==> src/rtl/dupid_pkg.sv <==
package dupid_pkg;
  // classification of the token strobe in a cycle
  typedef enum logic [1:0] {
    TOK_NONE  = 2'd0,
    TOK_MATCH = 2'd1,
    TOK_OTHER = 2'd2
  } tok_cls_e;

  // timeout-select value that picks the short bound
  localparam logic [1:0] TMO_SHORT_SEL = 2'b11;
endpackage

==> src/rtl/dupid_ms_tick.sv <==
module dupid_ms_tick #(
  parameter int CLK_PER_MS = 125000
) (
  input  logic clk,
  input  logic rst,
  input  logic run_i,
  output logic tick_o
);
  localparam int PW = (CLK_PER_MS > 1) ? $clog2(CLK_PER_MS) : 1;
  localparam logic [PW-1:0] LAST = PW'(CLK_PER_MS - 1);

  logic [PW-1:0] presc_q;

  assign tick_o = run_i && (presc_q == LAST);

  always_ff @(posedge clk) begin
    if (rst || !run_i) begin
      presc_q <= '0;
    end else if (presc_q == LAST) begin
      presc_q <= '0;
    end else begin
      presc_q <= presc_q + 1'b1;
    end
  end

  generate
    if (CLK_PER_MS > 1) begin : g_pulse_chk

      tick_pulse_chk: assert property (@(posedge clk) disable iff (rst)
        tick_o |=> !tick_o);
    end
  endgenerate
endmodule

==> src/rtl/dupid_bound_timer.sv <==
module dupid_bound_timer #(
  parameter int SHORT_MS = 210,
  parameter int LONG_MS  = 420
) (
  input  logic clk,
  input  logic rst,
  input  logic run_i,
  input  logic tick_i,
  input  logic short_i,
  output logic done_o
);
  localparam int MAXMS = (LONG_MS > SHORT_MS) ? LONG_MS : SHORT_MS;
  localparam int MW = $clog2(MAXMS + 1);

  logic [MW-1:0] ms_q;
  logic [MW-1:0] limit;
  logic          done_q;

  assign limit = short_i ? MW'(SHORT_MS) : MW'(LONG_MS);

  always_ff @(posedge clk) begin
    if (rst || !run_i) begin
      ms_q   <= '0;
      done_q <= 1'b0;
    end else begin
      if (tick_i && (ms_q < limit)) begin
        ms_q <= ms_q + 1'b1;
      end
      done_q <= (ms_q >= limit);
    end
  end

  assign done_o = done_q;


  done_drop_chk: assert property (@(posedge clk) disable iff (rst)
    !run_i |=> !done_o);


  ms_cap_chk: assert property (@(posedge clk) disable iff (rst)
    ms_q <= MW'(MAXMS));
endmodule

==> src/rtl/dupid_resp_window.sv <==
module dupid_resp_window
  import dupid_pkg::*;
#(
  parameter int RESP_WIN = 64
) (
  input  logic     clk,
  input  logic     rst,
  input  logic     active_i,
  input  tok_cls_e tok_cls_i,
  input  logic     resp_i,
  output logic     hit_o,
  output logic     open_o
);
  localparam int WW = $clog2(RESP_WIN + 1);
  localparam logic [WW-1:0] WIN_LEN = WW'(RESP_WIN);

  logic [WW-1:0] cnt_q;

  assign open_o = (cnt_q != '0);
  assign hit_o  = active_i && open_o && resp_i;

  always_ff @(posedge clk) begin
    if (rst || !active_i) begin
      cnt_q <= '0;
    end else if (tok_cls_i == TOK_MATCH) begin
      cnt_q <= WIN_LEN;
    end else if (hit_o || (tok_cls_i == TOK_OTHER)) begin
      cnt_q <= '0;
    end else if (open_o) begin
      cnt_q <= cnt_q - 1'b1;
    end
  end


  win_len_chk: assert property (@(posedge clk) disable iff (rst)
    cnt_q <= WIN_LEN);


  hit_closes_chk: assert property (@(posedge clk) disable iff (rst)
    (hit_o && (tok_cls_i != TOK_MATCH)) |=> !open_o);


  other_tok_closes_chk: assert property (@(posedge clk) disable iff (rst)
    (tok_cls_i == TOK_OTHER) |=> !open_o);


  match_opens_chk: assert property (@(posedge clk) disable iff (rst)
    (active_i && tok_cls_i == TOK_MATCH) |=> open_o);
endmodule

==> src/rtl/dupid_status_flag.sv <==
module dupid_status_flag (
  input  logic clk,
  input  logic rst,
  input  logic clr_all_i,
  input  logic set_i,
  input  logic rd_i,
  output logic flag_o
);
  logic flag_q;

  always_ff @(posedge clk) begin
    if (rst || clr_all_i) begin
      flag_q <= 1'b0;
    end else if (set_i) begin
      flag_q <= 1'b1;
    end else if (rd_i) begin
      flag_q <= 1'b0;
    end
  end

  assign flag_o = flag_q;


  set_wins_chk: assert property (@(posedge clk) disable iff (rst)
    (set_i && !clr_all_i) |=> flag_o);


  rd_clears_chk: assert property (@(posedge clk) disable iff (rst)
    (rd_i && !set_i) |=> !flag_o);


  sticky_chk: assert property (@(posedge clk) disable iff (rst)
    (flag_o && !rd_i && !clr_all_i) |=> flag_o);
endmodule

==> src/rtl/dupid_detect.sv <==
module dupid_detect
  import dupid_pkg::*;
#(
  parameter int ID_W       = 8,
  parameter int CLK_PER_MS = 125000,
  parameter int SHORT_MS   = 210,
  parameter int LONG_MS    = 420,
  parameter int RESP_WIN   = 64
) (
  input  logic            clk,
  input  logic            rst,
  input  logic            core_rst_i,
  input  logic [ID_W-1:0] node_id_i,
  input  logic            tok_seen_i,
  input  logic [ID_W-1:0] tok_did_i,
  input  logic            resp_seen_i,
  input  logic [1:0]      tmo_sel_i,
  input  logic            stat_rd_i,
  output logic            dup_flag_o,
  output logic            probe_done_o
);
  logic     active;
  tok_cls_e tok_cls;
  logic     hit;
  logic     win_open;
  logic     ms_tick;

  assign active = !core_rst_i && (node_id_i != '0);

  always_comb begin
    tok_cls = TOK_NONE;
    if (active && tok_seen_i) begin
      tok_cls = (tok_did_i == node_id_i) ? TOK_MATCH : TOK_OTHER;
    end
  end

  dupid_resp_window #(
    .RESP_WIN(RESP_WIN)
  ) u_win (
    .clk       (clk),
    .rst       (rst),
    .active_i  (active),
    .tok_cls_i (tok_cls),
    .resp_i    (resp_seen_i),
    .hit_o     (hit),
    .open_o    (win_open)
  );

  dupid_status_flag u_flag (
    .clk       (clk),
    .rst       (rst),
    .clr_all_i (core_rst_i),
    .set_i     (hit),
    .rd_i      (stat_rd_i),
    .flag_o    (dup_flag_o)
  );

  dupid_ms_tick #(
    .CLK_PER_MS(CLK_PER_MS)
  ) u_tick (
    .clk    (clk),
    .rst    (rst),
    .run_i  (active),
    .tick_o (ms_tick)
  );

  dupid_bound_timer #(
    .SHORT_MS(SHORT_MS),
    .LONG_MS (LONG_MS)
  ) u_bound (
    .clk     (clk),
    .rst     (rst),
    .run_i   (active),
    .tick_i  (ms_tick),
    .short_i (tmo_sel_i == TMO_SHORT_SEL),
    .done_o  (probe_done_o)
  );


  idle_id_chk: assert property (@(posedge clk) disable iff (rst)
    (node_id_i == '0) |-> !hit);


  core_rst_clr_chk: assert property (@(posedge clk) disable iff (rst)
    core_rst_i |=> (!dup_flag_o && !probe_done_o));


  win_gate_chk: assert property (@(posedge clk) disable iff (rst)
    (resp_seen_i && active && win_open && !core_rst_i) |=> dup_flag_o);
endmodule

==> config.mk <==
export PLATFORM = sky130hd
export DESIGN_NAME = dupid_detect
export DESIGN_NICKNAME = d
export VERILOG_FILES = /design/src/rtl/dupid_pkg.sv /design/src/rtl/dupid_ms_tick.sv /design/src/rtl/dupid_bound_timer.sv /design/src/rtl/dupid_resp_window.sv /design/src/rtl/dupid_status_flag.sv /design/src/rtl/dupid_detect.sv
export SDC_FILE = /design/constraint.sdc
export NUM_CORES = 1
export LEC_CHECK = 0
export BUFFER_PORTS_ARGS = -buffer_cell sky130_fd_sc_hd__buf_4
export CORE_MARGIN = 2
export CORE_UTILIZATION = 45
export CTS_BUF_LIST = sky130_fd_sc_hd__clkbuf_2 sky130_fd_sc_hd__clkbuf_4 sky130_fd_sc_hd__clkbuf_8
export DETAILED_ROUTE_END_ITERATION = 16
export MAX_ROUTING_LAYER = met4
export PLACE_DENSITY = 0.62
export SYNTH_ARGS = -nofsm -noshare
export SYNTH_HDL_FRONTEND = slang
export SYNTH_HIERARCHICAL = 1
export SYNTH_SLANG_ARGS = --single-unit
export TNS_END_PERCENT = 20
==> constraint.sdc <==
create_clock -name clk -period 4.05 [get_ports clk]
set_clock_uncertainty 0.2 [all_clocks]
set_input_delay 0.81 -clock clk [delete_from_list [all_inputs] [get_ports clk]]
set_output_delay 0.81 -clock clk [all_outputs]
set_load 0.005 [all_outputs]
Yosys cells after proc, flatten, opt, wreduce, memory -nomap -nowiden:

Cells that the tools add are included.

* bits in registers: 35
* word-level logic and storage cells: 41
* bits of input ports: 24

* $add $sub $neg: 3
* eq/ne operators: 5
* order comparisons: 2
* reductions and logical operators: 17
* multiplexer cells: 8

Operators with widths (count)
* $mux 7: 3
* $add 17x1->17 const B: 1
* $eq 17x17->1 const B: 1
* $add 9x1->9 const B: 1
* $ge 9x9->1: 1
* $lt 9x9->1: 1
* $mux 9: 1
* $eq 8x8->1: 1
* $reduce_bool 8->1: 1
* $reduce_bool 7->1: 1
* $sub 7x1->7 const B: 1
* $logic_and 1x1->1: 6
* $eq 2x2->1 const B: 2
* $mux 2: 2
* $logic_or 1x1->1: 3
* $reduce_bool 3->1: 1
* $reduce_or 3->1: 1
* $eq 2x1->1 const B: 1
* $logic_not 1->1: 2
* $mux 1: 2
* $reduce_bool 2->1: 1
* $reduce_or 2->1: 1

Longest topological paths before layout:

* depth in word-level cells: 8
* mapped depth: 9
* depth with buffers taken out: 9

Hierarchy:

The synthesis kept the hierarchy.

Modules (own cells, without submodules)
* dupid_ms_tick: cells each 96, times used 1, area each 835.8 sq um
* dupid_bound_timer: cells each 76, times used 1, area each 654.4 sq um
* dupid_resp_window: cells each 49, times used 1, area each 427.9 sq um
* dupid_detect: cells each 19, times used 1, area each 148.9 sq um
* dupid_status_flag: cells each 4, times used 1, area each 45.0 sq um

Least setup slack after synthesis:

Ideal clock, no wire load.

* path kind: input port to flip-flop
* from: input port node_id_i[7]
* to: register u_bound.ms_q[7]
* cell stages on the path: 9
* path buffers: 0
* data arrival time: 2.817 ns
* library setup time: 0.070 ns
* setup slack: 0.963 ns
* data required time: 3.780 ns
* cell sequence: or4_4 -> nor2_1 -> nor2_1 -> inv_1 -> nor4_1 -> and4_1 -> o2111ai_1 -> or4_1 -> a21oi_1

* cells in the longest elaborated chain, start to end: 4
* elaborated cells on any way between the ends: 6

Ends and longest elaborated chain
* start: declaration: RTL line dupid_detect.sv:13 `input logic [ID_W-1:0] node_id_i,`
* $reduce_bool 8->1: RTL line dupid_detect.sv:28 `assign active = !core_rst_i && (node_id_i != '0);`
* $logic_and 1x1->1: RTL line dupid_detect.sv:28
* via active: RTL line dupid_detect.sv:22 `logic active;`
* $logic_and 1x1->1: RTL line dupid_ms_tick.sv:14 `assign tick_o = run_i && (presc_q == LAST);`
* via ms_tick: RTL line dupid_detect.sv:26 `logic ms_tick;`
* $logic_and 1x1->1: RTL line dupid_bound_timer.sv:26 `if (tick_i && (ms_q < limit)) begin`
* end signal: assignment: RTL line dupid_bound_timer.sv:27 `ms_q <= ms_q + 1'b1;`
* end: declaration: RTL line dupid_bound_timer.sv:15 `logic [MW-1:0] ms_q;`

The timed path passes the listed nets, and every way through them passes these cells.
A chain may end at the register's enable or synchronous reset.

Worst setup path in the final report:

* from: input port node_id_i[0]
* to: register u_bound.ms_q[8]

Same word-level chain as after synthesis.

==> results.md <==
- Status: finished clean
- Sequential Power Share: 44.6%
- Number of flops mapped to enable cells by yosys: 0
- Internal power: about 0.00062 W
- Slowest CP cell: or4_1
- Clk root buf: clkbuf_8
- Critical Path Fanout Max: 6
- Clock share of power: between 40% and 50%
- R2R Path Start: u_tick/presc_q[6]$_SDFF_PP0_
- Antenna diodes: 0
- Worst slew margin: 16.0%
- Pre-CTS setup slack: around 0.78 ns
- Max-slew violations: 0
- Initial Util: 47.5%
- Peak supply drop: 0.195 mV
- Fill cells: 401
- Vias in the first global route: 1,747
- RSZ-0062 raised after global routing: false
- Row count: 24
- Routed met1 length: 2060 um
- Drt drc: 0
- Crit. End Element: register
- TritonRoute pass-1 iters: 4
- Setup ws final: 1.07 ns
- Routed Antenna Nets: 0
- Top_reg_cell synth: dfxtp_1
- Number of I/O pins: 26
- Most frequent cells in the layout: dfxtp_1 (35), nor2_1 (29), buf_4 (27)
- Lkg Pwr: 0.882 nW
- CORE AREA: 4440 um^2
- Worst Max-Slew Pin Slew: approximately 1.2 ns
- Hpwl dp: between 2000 and 3000 um
- Sequential cell area: approximately 700 um^2
- WL met2: 1900 um
- CTS max path bufs: 2
- GR Overflow Total: 0
- Final Hold Viols: 0
- CTS tree: yes
- Die Ht: ~73 um
- Syn nets: roughly 280
- Drt wl/cell: 12.7 um
- Share of layout cells above drive strength 1: 18.7%
- CP Launch Type: input port
- Crit path kind: input port to register
- Syn_area_per_cell: 8.66 um^2
- Net Sw Power: 0.000158 W
- Required @ worst endpoint: 4.07 ns
- Hold path depth: 2
- Syn. warnings: 6
- Total number of vias: 1,767
- Area growth from synthesis to layout: 17.1%
- Met3 WL: around 100 um
- CP max stage delay: 0.49 ns
- Buf+Inv Stages, Crit Path: 3
- Fmax: 336 MHz
- Worst-skew pair later-pin latency: between 0.2 and 0.3 ns
- Setup crit start: node_id_i[0]
- First-pass GRT wire length: 7360 um
- Tot GR Track Use: ~18%
- First DRT Iteration DRCs: 102
- Sink Count: 35
- RR Endpoint: u_bound/ms_q[8]$_SDFFE_PP0P_
- DR top layer: met4
- Total CTS buffers: 5
- Die footprint: around 5300 um^2
- Part of the cycle the worst path needs: 73.5%
- Hold-fix buffers, CTS: 0
- Min Hold Slack: between 0.2 and 0.3 ns
- Port Buffer Count: 25
- Most common cell after layout, fill and taps aside: dfxtp_1
- Via-to-Cell Ratio: 5.44
- Internal reg-to-reg setup slack: about 1.4 ns
- CP delay by family, top: simple AND/OR/NAND/NOR gates
- Power density over cell area: 314 nW/um^2
- Syn Std Cell Area: 2110 um^2
- Register area share after synthesis: 33.2%
- Largest net degree at the start of global routing: 20
- Final core utilization: 55.6%
- Maxcap violations: 0
- Crit path DAT: 3.00 ns
- Area of the multi-input gates: about 1300 um^2
- Net Sw Frac: 20.4%
- Min-delay worst type: register to register
- Distinct cell type count after synthesis: 52
- Clock transition at the registers of the reported paths: ~0.080 ns
- H-Tree Depth: 2
- RD Place Congestion: 0.790
- Post-synthesis async set-or-reset flop share: 0%
- Resize count post-CTS: 0
- Setup bufs post-CTS: 0
- Logic pwr share: 6.5%
- # setup viols final: 0
- Layout net count: 307
- Setup TNS: 0 ns
- HP Start: u_win/cnt_q[1]$_SDFFE_PP0P_
- CP Cell Sequence: buf_4 -> or4_4 -> nor2_1 -> nor2_1 -> inv_1 -> nor4_1 -> buf_4 -> and4_1 -> o211ai_1 -> or4_1 -> a21oi_1
- Worst Reg-to-Reg Cells: 8
- Post-Route WL: 4120 um
- Syn Inst Count: 244
- Initial antenna violation count: 0
- Minimum clock period: 2.98 ns
- Seq cells post-synth: 35
- WHS Endpoint: u_win/cnt_q[1]$_SDFFE_PP0P_
- Width of the die: 72.5 um
## power groups by stage
stage	clock network (W)	logic (W)	registers (W)
finish	0.000379	0.0000507	0.000346
global route	0.000406	0.0000576	0.000346
CTS	0.000389	0.0000513	0.000346
detailed placement	0	0.0000513	0.000354
global placement	0	0.0000509	0.000354
floorplan	0	0.0000270	0.000354
## cell type report
type,instances,share of cell area [%]
flip-flops and latches,35,28.3
clock buffers,5,2.78
inverters,12,1.82
multi-input cells,191,53.5
clock inverters,3,2.73
repair buffers,27,8.20
well taps,52,2.63
## cell families after synthesis
group           synth area share, %
fa+ha+maj                      6.52
flops                          33.2
simple gates                   32.3
buf+inv                        4.21
xor+xnor                       11.2
compound gates                 12.6
## stage by stage
step | instance area (um^2) | std cells | total power [W]
floorplan | 2110 | 244 | 0.000381
global placement | 2340 | 317 | 0.000405
detailed placement | 2340 | 317 | 0.000406
CTS | 2470 | 325 | 0.000787
global route | 2470 | 325 | 0.000810
finish | 2470 | 325 | 0.000776
## metal layers
metal / global-route usage, % / vias up
met4: 6.79 / 0
li1: - / 940
met2: 29.7 / 12
met1: 21.7 / 808
met3: 3.75 / 7
met5: - / -
## worst max path at each step
stage                                         endpoint  slack (ns)  cells past startpoint
final                     u_bound/ms_q[8]$_SDFFE_PP0P_        1.07                     11
after CTS                 u_bound/ms_q[8]$_SDFFE_PP0P_        1.08                     11
after detailed placement  u_bound/ms_q[8]$_SDFFE_PP0P_        0.78                     11
after global placement    u_bound/ms_q[8]$_SDFFE_PP0P_        0.86                     11
after global routing      u_bound/ms_q[8]$_SDFFE_PP0P_        0.82                     11
after floorplan           u_bound/ms_q[7]$_SDFFE_PP0P_        0.96                      9
## flip-flops by register name (all words and copies together) (netlist names)
name / flops
u_bound/done_o: 1
u_bound/ms_q: 9
u_flag/flag_o: 1
u_tick/presc_q: 17
u_win/cnt_q: 7
## worst min-delay path, stage by stage, from the launching register on
cell,delay [ns]
dfxtp_1,0.32
nand2_1,0.06
a21oi_1,0.05
## synthesized netlist by cell type, types with 6 or more instances
cell type | count | share of area (%)
a21oi_1 | 13 | 3.1
dfxtp_1 | 35 | 33
ha_1 | 11 | 6.5
inv_1 | 11 | 2.0
nand2_1 | 14 | 2.5
nand2b_1 | 6 | 1.8
nand3_1 | 11 | 2.6
nand4_1 | 10 | 3.0
nor2_1 | 29 | 5.2
nor3_1 | 6 | 1.4
nor4_1 | 8 | 2.4
o31ai_1 | 8 | 2.8
or4_1 | 9 | 3.2
xnor2_1 | 22 | 9.1
Power figures use the tool's default switching activity.
